**config.mk**
```make
export PLATFORM = sky130hd
export DESIGN_NAME = pgate_ctrl
export DESIGN_NICKNAME = d
export VERILOG_FILES = /design/src/rtl/pgate_pkg.sv /design/src/rtl/pg_evt_cnt.sv /design/src/rtl/pg_fsm.sv /design/src/rtl/pgate_ctrl.sv
export SDC_FILE = /design/constraint.sdc
export NUM_CORES = 1
export LEC_CHECK = 0
export CORE_MARGIN = 2
export CORE_UTILIZATION = 57
export CTS_BUF_LIST = sky130_fd_sc_hd__clkbuf_8
export DETAILED_ROUTE_END_ITERATION = 8
export PLACE_DENSITY = 0.87
export SLEW_MARGIN = 20
export SYNTH_ARGS = -nofsm -noshare
export SYNTH_HDL_FRONTEND = slang
export SYNTH_SLANG_ARGS = --single-unit
```
**constraint.sdc**
```tcl
create_clock -name clk -period 4.85 [get_ports clk]
set_input_delay 0.97 -clock clk [delete_from_list [all_inputs] [get_ports clk]]
set_output_delay 0.97 -clock clk [all_outputs]
set_load 0.03 [all_outputs]
```
**src/rtl/pgate_pkg.sv**
```systemverilog
package pgate_pkg;

   typedef enum logic [1:0] {
      PG_ACTIVE    = 2'd0,
      PG_OFF_EARLY = 2'd1,
      PG_OFF_PAID  = 2'd2,
      PG_WAKING    = 2'd3
   } pg_state_e;

   function automatic int pg_max(input int a, input int b);
      return (a > b) ? a : b;
   endfunction

endpackage

```
**src/rtl/pg_evt_cnt.sv**
```systemverilog
module pg_evt_cnt #(
   parameter int CNT_W    = 16,
   parameter bit SATURATE = 1'b1
) (
   input  logic             clk,
   input  logic             rst_n,
   input  logic             inc,
   output logic [CNT_W-1:0] cnt
);

   localparam logic [CNT_W-1:0] C_MAX = '1;
   localparam logic [CNT_W-1:0] C_ONE = CNT_W'(1);

   if (CNT_W < 1) begin : g_bad_width
      $error("pg_evt_cnt: CNT_W must be at least 1");
   end

   logic [CNT_W-1:0] cnt_q;

   if (SATURATE) begin : g_sat
      always_ff @(posedge clk or negedge rst_n) begin
         if (!rst_n) begin
            cnt_q <= '0;
         end else if (inc && (cnt_q != C_MAX)) begin
            cnt_q <= cnt_q + C_ONE;
         end
      end
   end else begin : g_wrap
      always_ff @(posedge clk or negedge rst_n) begin
         if (!rst_n) begin
            cnt_q <= '0;
         end else if (inc) begin
            cnt_q <= cnt_q + C_ONE;
         end
      end
   end

   assign cnt = cnt_q;

endmodule

```
**src/rtl/pg_fsm.sv**
```systemverilog
module pg_fsm
   import pgate_pkg::*;
#(
   parameter int THR_W     = 8,
   parameter int BREAKEVEN = 24,
   parameter int WAKE_LAT  = 20
) (
   input  logic             clk,
   input  logic             rst_n,
   input  logic             req,
   input  logic [THR_W-1:0] idle_thr,
   output pg_state_e        state_o,
   output logic             ev_premature,
   output logic             ev_profitable
);

   localparam int BE_W  = $clog2(BREAKEVEN + 2);
   localparam int WK_W  = $clog2(WAKE_LAT + 1);
   localparam int TMR_W = pg_max(THR_W, pg_max(BE_W, WK_W));
   localparam logic [TMR_W-1:0] TMR_ONE = TMR_W'(1);
   localparam logic [TMR_W-1:0] BE_LAST = TMR_W'(BREAKEVEN);
   localparam logic [TMR_W-1:0] WK_LAST = TMR_W'(WAKE_LAT - 1);

   if (THR_W < 1) begin : g_bad_thr
      $error("pg_fsm: THR_W must be at least 1");
   end
   if (BREAKEVEN < 0) begin : g_bad_be
      $error("pg_fsm: BREAKEVEN must not be negative");
   end
   if (WAKE_LAT < 1) begin : g_bad_wake
      $error("pg_fsm: WAKE_LAT must be at least 1");
   end

   pg_state_e        st_q, st_d;
   logic [TMR_W-1:0] tmr_q, tmr_d;
   logic [TMR_W-1:0] thr_ext;
   logic             prem_d, prof_d;

   assign thr_ext = TMR_W'(idle_thr);

   // One shared timer: idle count, off time or wake time, by state.
   always_comb begin
      st_d   = st_q;
      tmr_d  = tmr_q;
      prem_d = 1'b0;
      prof_d = 1'b0;
      unique case (st_q)
         PG_ACTIVE: begin
            if (req) begin
               tmr_d = '0;
            end else if (tmr_q >= thr_ext) begin
               st_d  = PG_OFF_EARLY;
               tmr_d = '0;
            end else begin
               tmr_d = tmr_q + TMR_ONE;
            end
         end
         PG_OFF_EARLY: begin
            if (req) begin
               st_d   = PG_WAKING;
               tmr_d  = '0;
               prem_d = 1'b1;
            end else if (tmr_q == BE_LAST) begin
               st_d  = PG_OFF_PAID;
               tmr_d = '0;
            end else begin
               tmr_d = tmr_q + TMR_ONE;
            end
         end
         PG_OFF_PAID: begin
            if (req) begin
               st_d   = PG_WAKING;
               tmr_d  = '0;
               prof_d = 1'b1;
            end
         end
         PG_WAKING: begin
            if (tmr_q == WK_LAST) begin
               st_d  = PG_ACTIVE;
               tmr_d = '0;
            end else begin
               tmr_d = tmr_q + TMR_ONE;
            end
         end
         default: begin
            st_d  = PG_ACTIVE;
            tmr_d = '0;
         end
      endcase
   end

   always_ff @(posedge clk or negedge rst_n) begin
      if (!rst_n) begin
         st_q  <= PG_ACTIVE;
         tmr_q <= '0;
      end else begin
         st_q  <= st_d;
         tmr_q <= tmr_d;
      end
   end

   assign state_o       = st_q;
   assign ev_premature  = prem_d;
   assign ev_profitable = prof_d;

endmodule

```
**src/rtl/pgate_ctrl.sv**
```systemverilog
module pgate_ctrl
   import pgate_pkg::*;
#(
   parameter int THR_W     = 8,
   parameter int BREAKEVEN = 24,
   parameter int WAKE_LAT  = 20,
   parameter int CNT_W     = 16,
   parameter bit SATURATE  = 1'b1
) (
   input  logic             clk,
   input  logic             rst_n,
   input  logic             req,
   input  logic [THR_W-1:0] idle_thr,
   output logic             pwr_en,
   output logic             ready,
   output logic [1:0]       state,
   output logic [CNT_W-1:0] premature_cnt,
   output logic [CNT_W-1:0] profitable_cnt
);

   pg_state_e st;
   logic      ev_prem, ev_prof;

   pg_fsm #(
      .THR_W    (THR_W),
      .BREAKEVEN(BREAKEVEN),
      .WAKE_LAT (WAKE_LAT)
   ) i_fsm (
      .clk          (clk),
      .rst_n        (rst_n),
      .req          (req),
      .idle_thr     (idle_thr),
      .state_o      (st),
      .ev_premature (ev_prem),
      .ev_profitable(ev_prof)
   );

   pg_evt_cnt #(
      .CNT_W   (CNT_W),
      .SATURATE(SATURATE)
   ) i_cnt_prem (
      .clk  (clk),
      .rst_n(rst_n),
      .inc  (ev_prem),
      .cnt  (premature_cnt)
   );

   pg_evt_cnt #(
      .CNT_W   (CNT_W),
      .SATURATE(SATURATE)
   ) i_cnt_prof (
      .clk  (clk),
      .rst_n(rst_n),
      .inc  (ev_prof),
      .cnt  (profitable_cnt)
   );

   assign pwr_en = (st == PG_ACTIVE) || (st == PG_WAKING);
   assign ready  = (st == PG_ACTIVE);
   assign state  = st;

endmodule

```
# Word level (Yosys, flattened, before mapping)
# Index checks and enable logic that the tools add are counted.
# Widths: inputs -> output; s select.
# word_totals
mem_count,0
ramBits,0
latch_bits,0
romBits,0
reg_bits,42
output_inout_bits,36
wordCells,42
# op_classes
bitwise_logic,0
mux,17
n_shift,0
eq_ne,12
multipliers,0
magnitude_cmp,1
n_addsub,3
reduce_logical,5
div_mod_pow,0
# op_table
operator,count
$mux 8,6
$add 16x1->16 const B,2
$ne 16x16->1 const B,2
$pmux 8 s4,1
$eq 8x5->1 const B,2
$mux 2,6
$add 8x1->8 const B,1
$ge 8x8->1,1
$pmux 2 s4,1
$reduce_and 5->1,1
$eq 2x2->1 const B,2
$ne 2x1->1 const B,2
$ne 2x2->1 const B,2
$mux 1,3
$ne 3x2->1 const B,1
$eq 2x1->1 const B,1
$logic_and 1x1->1,2
$logic_not 2->1,1
$logic_or 1x1->1,1

# Depth between registers and ports, before layout
# logic_depth
word_depth,4
ltp_mapped,8

# Cells and area by module
# Synthesis repeated with hierarchy kept, for this count alone.
# hier_totals
cells_unflattened,242
area_unflattened_um2,2688.8
# by_module_without_submodules
module,area_per_inst_um2,cells_per_inst,instances
pg_evt_cnt,859.6,72,2
pg_fsm,945.9,94,1
pgate_ctrl,23.8,4,1

# Least setup slack after synthesis
# Ideal clock, no wire load.
# synth_path
path_type,input to register
from,input idle_thr[4]
to,register i_fsm.tmr_q[1]
t_required_ps,4763
stages,7
setup_slack_ps,2379
arrival_ps,2385
cell_sequence,inv_1 ha_1 or4_1 a21oi_1 o31ai_1 or3_1 o211ai_1
# synth_via
elab_chain_len,4
# synth_lines
element,line,source
from (decl),pgate_ctrl.sv:13,"input logic [THR_W-1:0] idle_thr,"
$ge 8x8->1,pg_fsm.sv:51,end else if (tmr_q >= thr_ext) begin
$mux 8,pg_fsm.sv:51,
$mux 8,pg_fsm.sv:49,if (req) begin
$pmux 8 s4,pg_fsm.sv:47,unique case (st_q)
to (signal assigned),pg_fsm.sv:98,tmr_q <= tmr_d;
to (decl),pg_fsm.sv:35,"logic [TMR_W-1:0] tmr_q, tmr_d;"
# No other way between the ends.
# A chain may end at the register's enable or synchronous reset.

# Final worst setup path
# layout_path
from,register i_fsm.st_q[0] (netlist: i_fsm.state_o[0])
to,output pwr_en
# layout_via
elab_chain_len,2
# layout_lines
element,line,source
from (decl),pg_fsm.sv:34,"pg_state_e st_q, st_d;"
from (signal assigned),pg_fsm.sv:97,st_q <= st_d;
$eq 2x2->1 or $logic_not 2->1 (tied branches),pgate_ctrl.sv:58,assign pwr_en = (st == PG_ACTIVE) || (st == PG_WAKING);
$logic_or 1x1->1 (*),pgate_ctrl.sv:58,
to (decl),pgate_ctrl.sv:14,"output logic pwr_en,"
# Every way passes the cells marked *; elsewhere a longest branch is shown, timed or not.

==> impl_metrics.yaml <==
cts:
  postCtsHoldBufs: 0
  post_cts_buffers: 0
  numClockSinks: 42
  cts_made_buffers: 5
  clkLatencyLatePin_ns: 0.30
  path_clk_slew_ns: 0.08
  cts-root-buf: "clkbuf_8"
  htree_num_levels: 2
  cts_tree: "yes"
  cts_max_path_buffers: 2
  cts-resized-gates: 0
drt:
  remaining_drc_errors: 0
  antenna_left: 0
  num_vias: 1871
  routed_wl_um: 4840
  dr.pass1.iters: 4
  via_per_inst: 5.59
  drt_iter0_drc: 202
  wl_per_cell_um: 14.5
synthesis:
  synthDistinctLibCells: 38
  synth-xor-area-share: 0.117
  synth_area_leaders: "dfrtp_1 45%, ha_1 8.6%, xnor2_1 8.3%"
  async_flop_share: 1.00
  syn_nets: 261
  synth.top_cells.by_count: "42 x dfrtp_1, 23 x nand2_1, 22 x xnor2_1"
  ys_seq_area_frac: 0.451
  synth_fa_ha_area_frac: 0.0860
  synth_ff_type: "dfrtp_1"
  synth-edff-count: 0
  synth.most_common_cell: "dfrtp_1"
  synth_area_um2: 2330
  synth_top_family_by_area: "simple AND/OR/NAND/NOR gates"
  yosys.area.top_type: "dfrtp_1"
  synthCells: 234
  ys_ff_latch: 42
  yosys.area_share.simple: 0.217
  yosysTopAreaCellShare: 0.451
  synth_compound_area_frac: 0.0736
  muxShareOfSynthArea: 0.0236
  ys_warn_count: 0
  syn_area_per_cell_um2: 9.95
timing:
  hold_viol: 0
  maxSlewHeadroom: 0.386
  maxSlewViolCount: 0
  setup_ws_ns: 2.00
  rsz0062_at_grt: "no"
  max_freq_ghz: 0.351
  setup_viol: 0
  fin_skew_ns: 0.00694
  worstMarginPinSlew_ns: 0.921
  min_period_ns: 2.85
  holdWs_ns: 0.488
  tns_ns: 0
  period_share: 0.587
global_routing:
  met1_usage: 0.276
  grt_overflow: 0
  grt_max_degree: 43
  grt_pass1_wl_um: 7660
  antenna_found_initial: 0
  first_global_vias: 1724
  use_met3: 0.0510
  grt.total_usage: 0.223
  grtUsageMet2: 0.376
  busiest_layer: "met2"
worst_setup_path:
  arrival_ns: 1.88
  startpoint_type: "flip-flop"
  cp.required_ns: 3.88
  worst-path-buf-inv: 3
  critPathTopFamily: "buffers and inverters"
  critPathKind: "reg2out"
  critPathCaptureType: "output port"
  crit_top_cell: "inv_1"
  cpPeakStageDelay_ns: 0.69
  crit_chain: "inv_1 > ha_1 > inv_1 > clkdlybuf4s50_1"
  critPathSlowestCell: "clkdlybuf4s50_1"
  crit_fanout: 6
die:
  dieHeight_um: 67.9
  core_um2: 3970
  rows: 23
  design.die.area_um2: 4610
  io_pins: 47
  die_w_um: 67.9
  start_util: 0.586
layout:
  nets: 311
  diodes: 0
  syn2layout_area_growth_pct: 26.2
  n_fill_cell: 302
  multiInputGateArea_um2: 1200
  drive_gt1_frac: 0.0526
  post-route-cell-area_um2: 2940
  seq_area_um2: 1050
placed_design:
  dpl_cell_area_um2: 2830
  dp_hpwl_um: 3460
  routabilityCongestion: 0.844
  portBuffers: 46
  place_worst_setup_slack_ns: 1.79
power_and_ir_drop:
  vdd_drop_max_mv: 0.415
  fin_total_pwr_w: 0.00130
  power.density_nw_per_um2: 444
  p_leak_nw: 1.33
min_path:
  hold_path_class: "reg2reg"
run_status:
  status: "finished clean"
run:
  maxCapViolCount: 0
==> worst register-to-register path: stages (launching register included) <==
cell	delay [ns]
dfrtp_1	0.46
ha_1	0.21
or4_1	0.50
a21oi_1	0.13
o31ai_1	0.14
or3_1	0.35
o211ai_1	0.18
==> through the flow <==
step / std cells / util
final: 335 / 0.740
after CTS: 335 / 0.740
after detailed placement: 327 / 0.713
after global placement: 327 / 0.713
after global routing: 335 / 0.740
after floorplan: 234 / -
==> metal layers <==
layer  part of all wire  vias up
met5                  0        -
met3              0.056        9
li1                   -      919
met4              0.018        0
met2               0.50       54
met1               0.42      889
==> logic make-up after synthesis <==
logic type / after synthesis
xor gates and xnor gates: 31
AOI/OAI and AO/OA: 22
and+or+nand+nor: 99
muxes: 5
buffers and inverters: 19
DFF: 42
adders and majority gates: 16
==> sequential cells by signal, summed over array words and instances (netlist names) <==
signal,count
i_fsm.state_o,2
i_cnt_prof.cnt,16
i_cnt_prem.cnt,16
i_fsm.tmr_q,8
==> layout make-up <==
| type | count | share of cell area |
|---|---|---|
| Inverter | 16 | 0.0204 |
| Clock buffer | 5 | 0.0234 |
| Multi-Input combinational cell | 173 | 0.410 |
| Timing Repair Buffer | 46 | 0.155 |
| Sequential cell | 42 | 0.358 |
| Tap cell | 50 | 0.0213 |
| Clock inverter | 3 | 0.0128 |
==> report_power, final <==
group	total (W)	internal (W)	switching (W)
logic	0.000551	0.000239	0.000312
registers	0.000485	0.000408	0.0000774
clock network	0.000268	0.000150	0.000118
==> worst paths after layout <==
kind / start / end / slack (ns) / cells after the start
max reg2reg: i_fsm.tmr_q[1]$_DFFE_PN0P_ / i_fsm.tmr_q[1]$_DFFE_PN0P_ / 2.79 / 6
min: i_cnt_prem.cnt[6]$_DFFE_PN0P_ / i_cnt_prem.cnt[6]$_DFFE_PN0P_ / 0.49 / 1
min in group asynchronous: rst_n / i_cnt_prof.cnt[8]$_DFFE_PN0P_ / 0.80 / 1
max in group asynchronous: rst_n / i_cnt_prem.cnt[8]$_DFFE_PN0P_ / 3.47 / 1
min reg2reg: i_cnt_prem.cnt[6]$_DFFE_PN0P_ / i_cnt_prem.cnt[6]$_DFFE_PN0P_ / 0.49 / 1
max: i_fsm.state_o[0]$_DFFE_PN0P_ / pwr_en / 2.00 / 4
==> cells in the final DEF (no fill, tap or decap), types with 2 or more instances in the layout <==
cell,netlist,final
a211oi_1,3,3
a21o_1,2,2
a21oi_1,5,5
and3_1,7,7
and4_1,2,2
clkbuf_8,0,5
clkdlybuf4s50_1,0,45
dfrtp_1,42,42
ha_1,16,16
inv_1,16,18
mux2_2,4,4
nand2_1,23,23
nand2b_1,5,5
nand3_1,17,17
nand4_1,8,8
nor2_1,20,20
nor2b_1,2,2
nor3_1,5,5
nor4_1,3,3
o211ai_1,2,2
o21a_1,2,2
or3_1,2,2
xnor2_1,22,22
xor2_1,9,9
No activity file was read; power rests on OpenSTA's default activity.
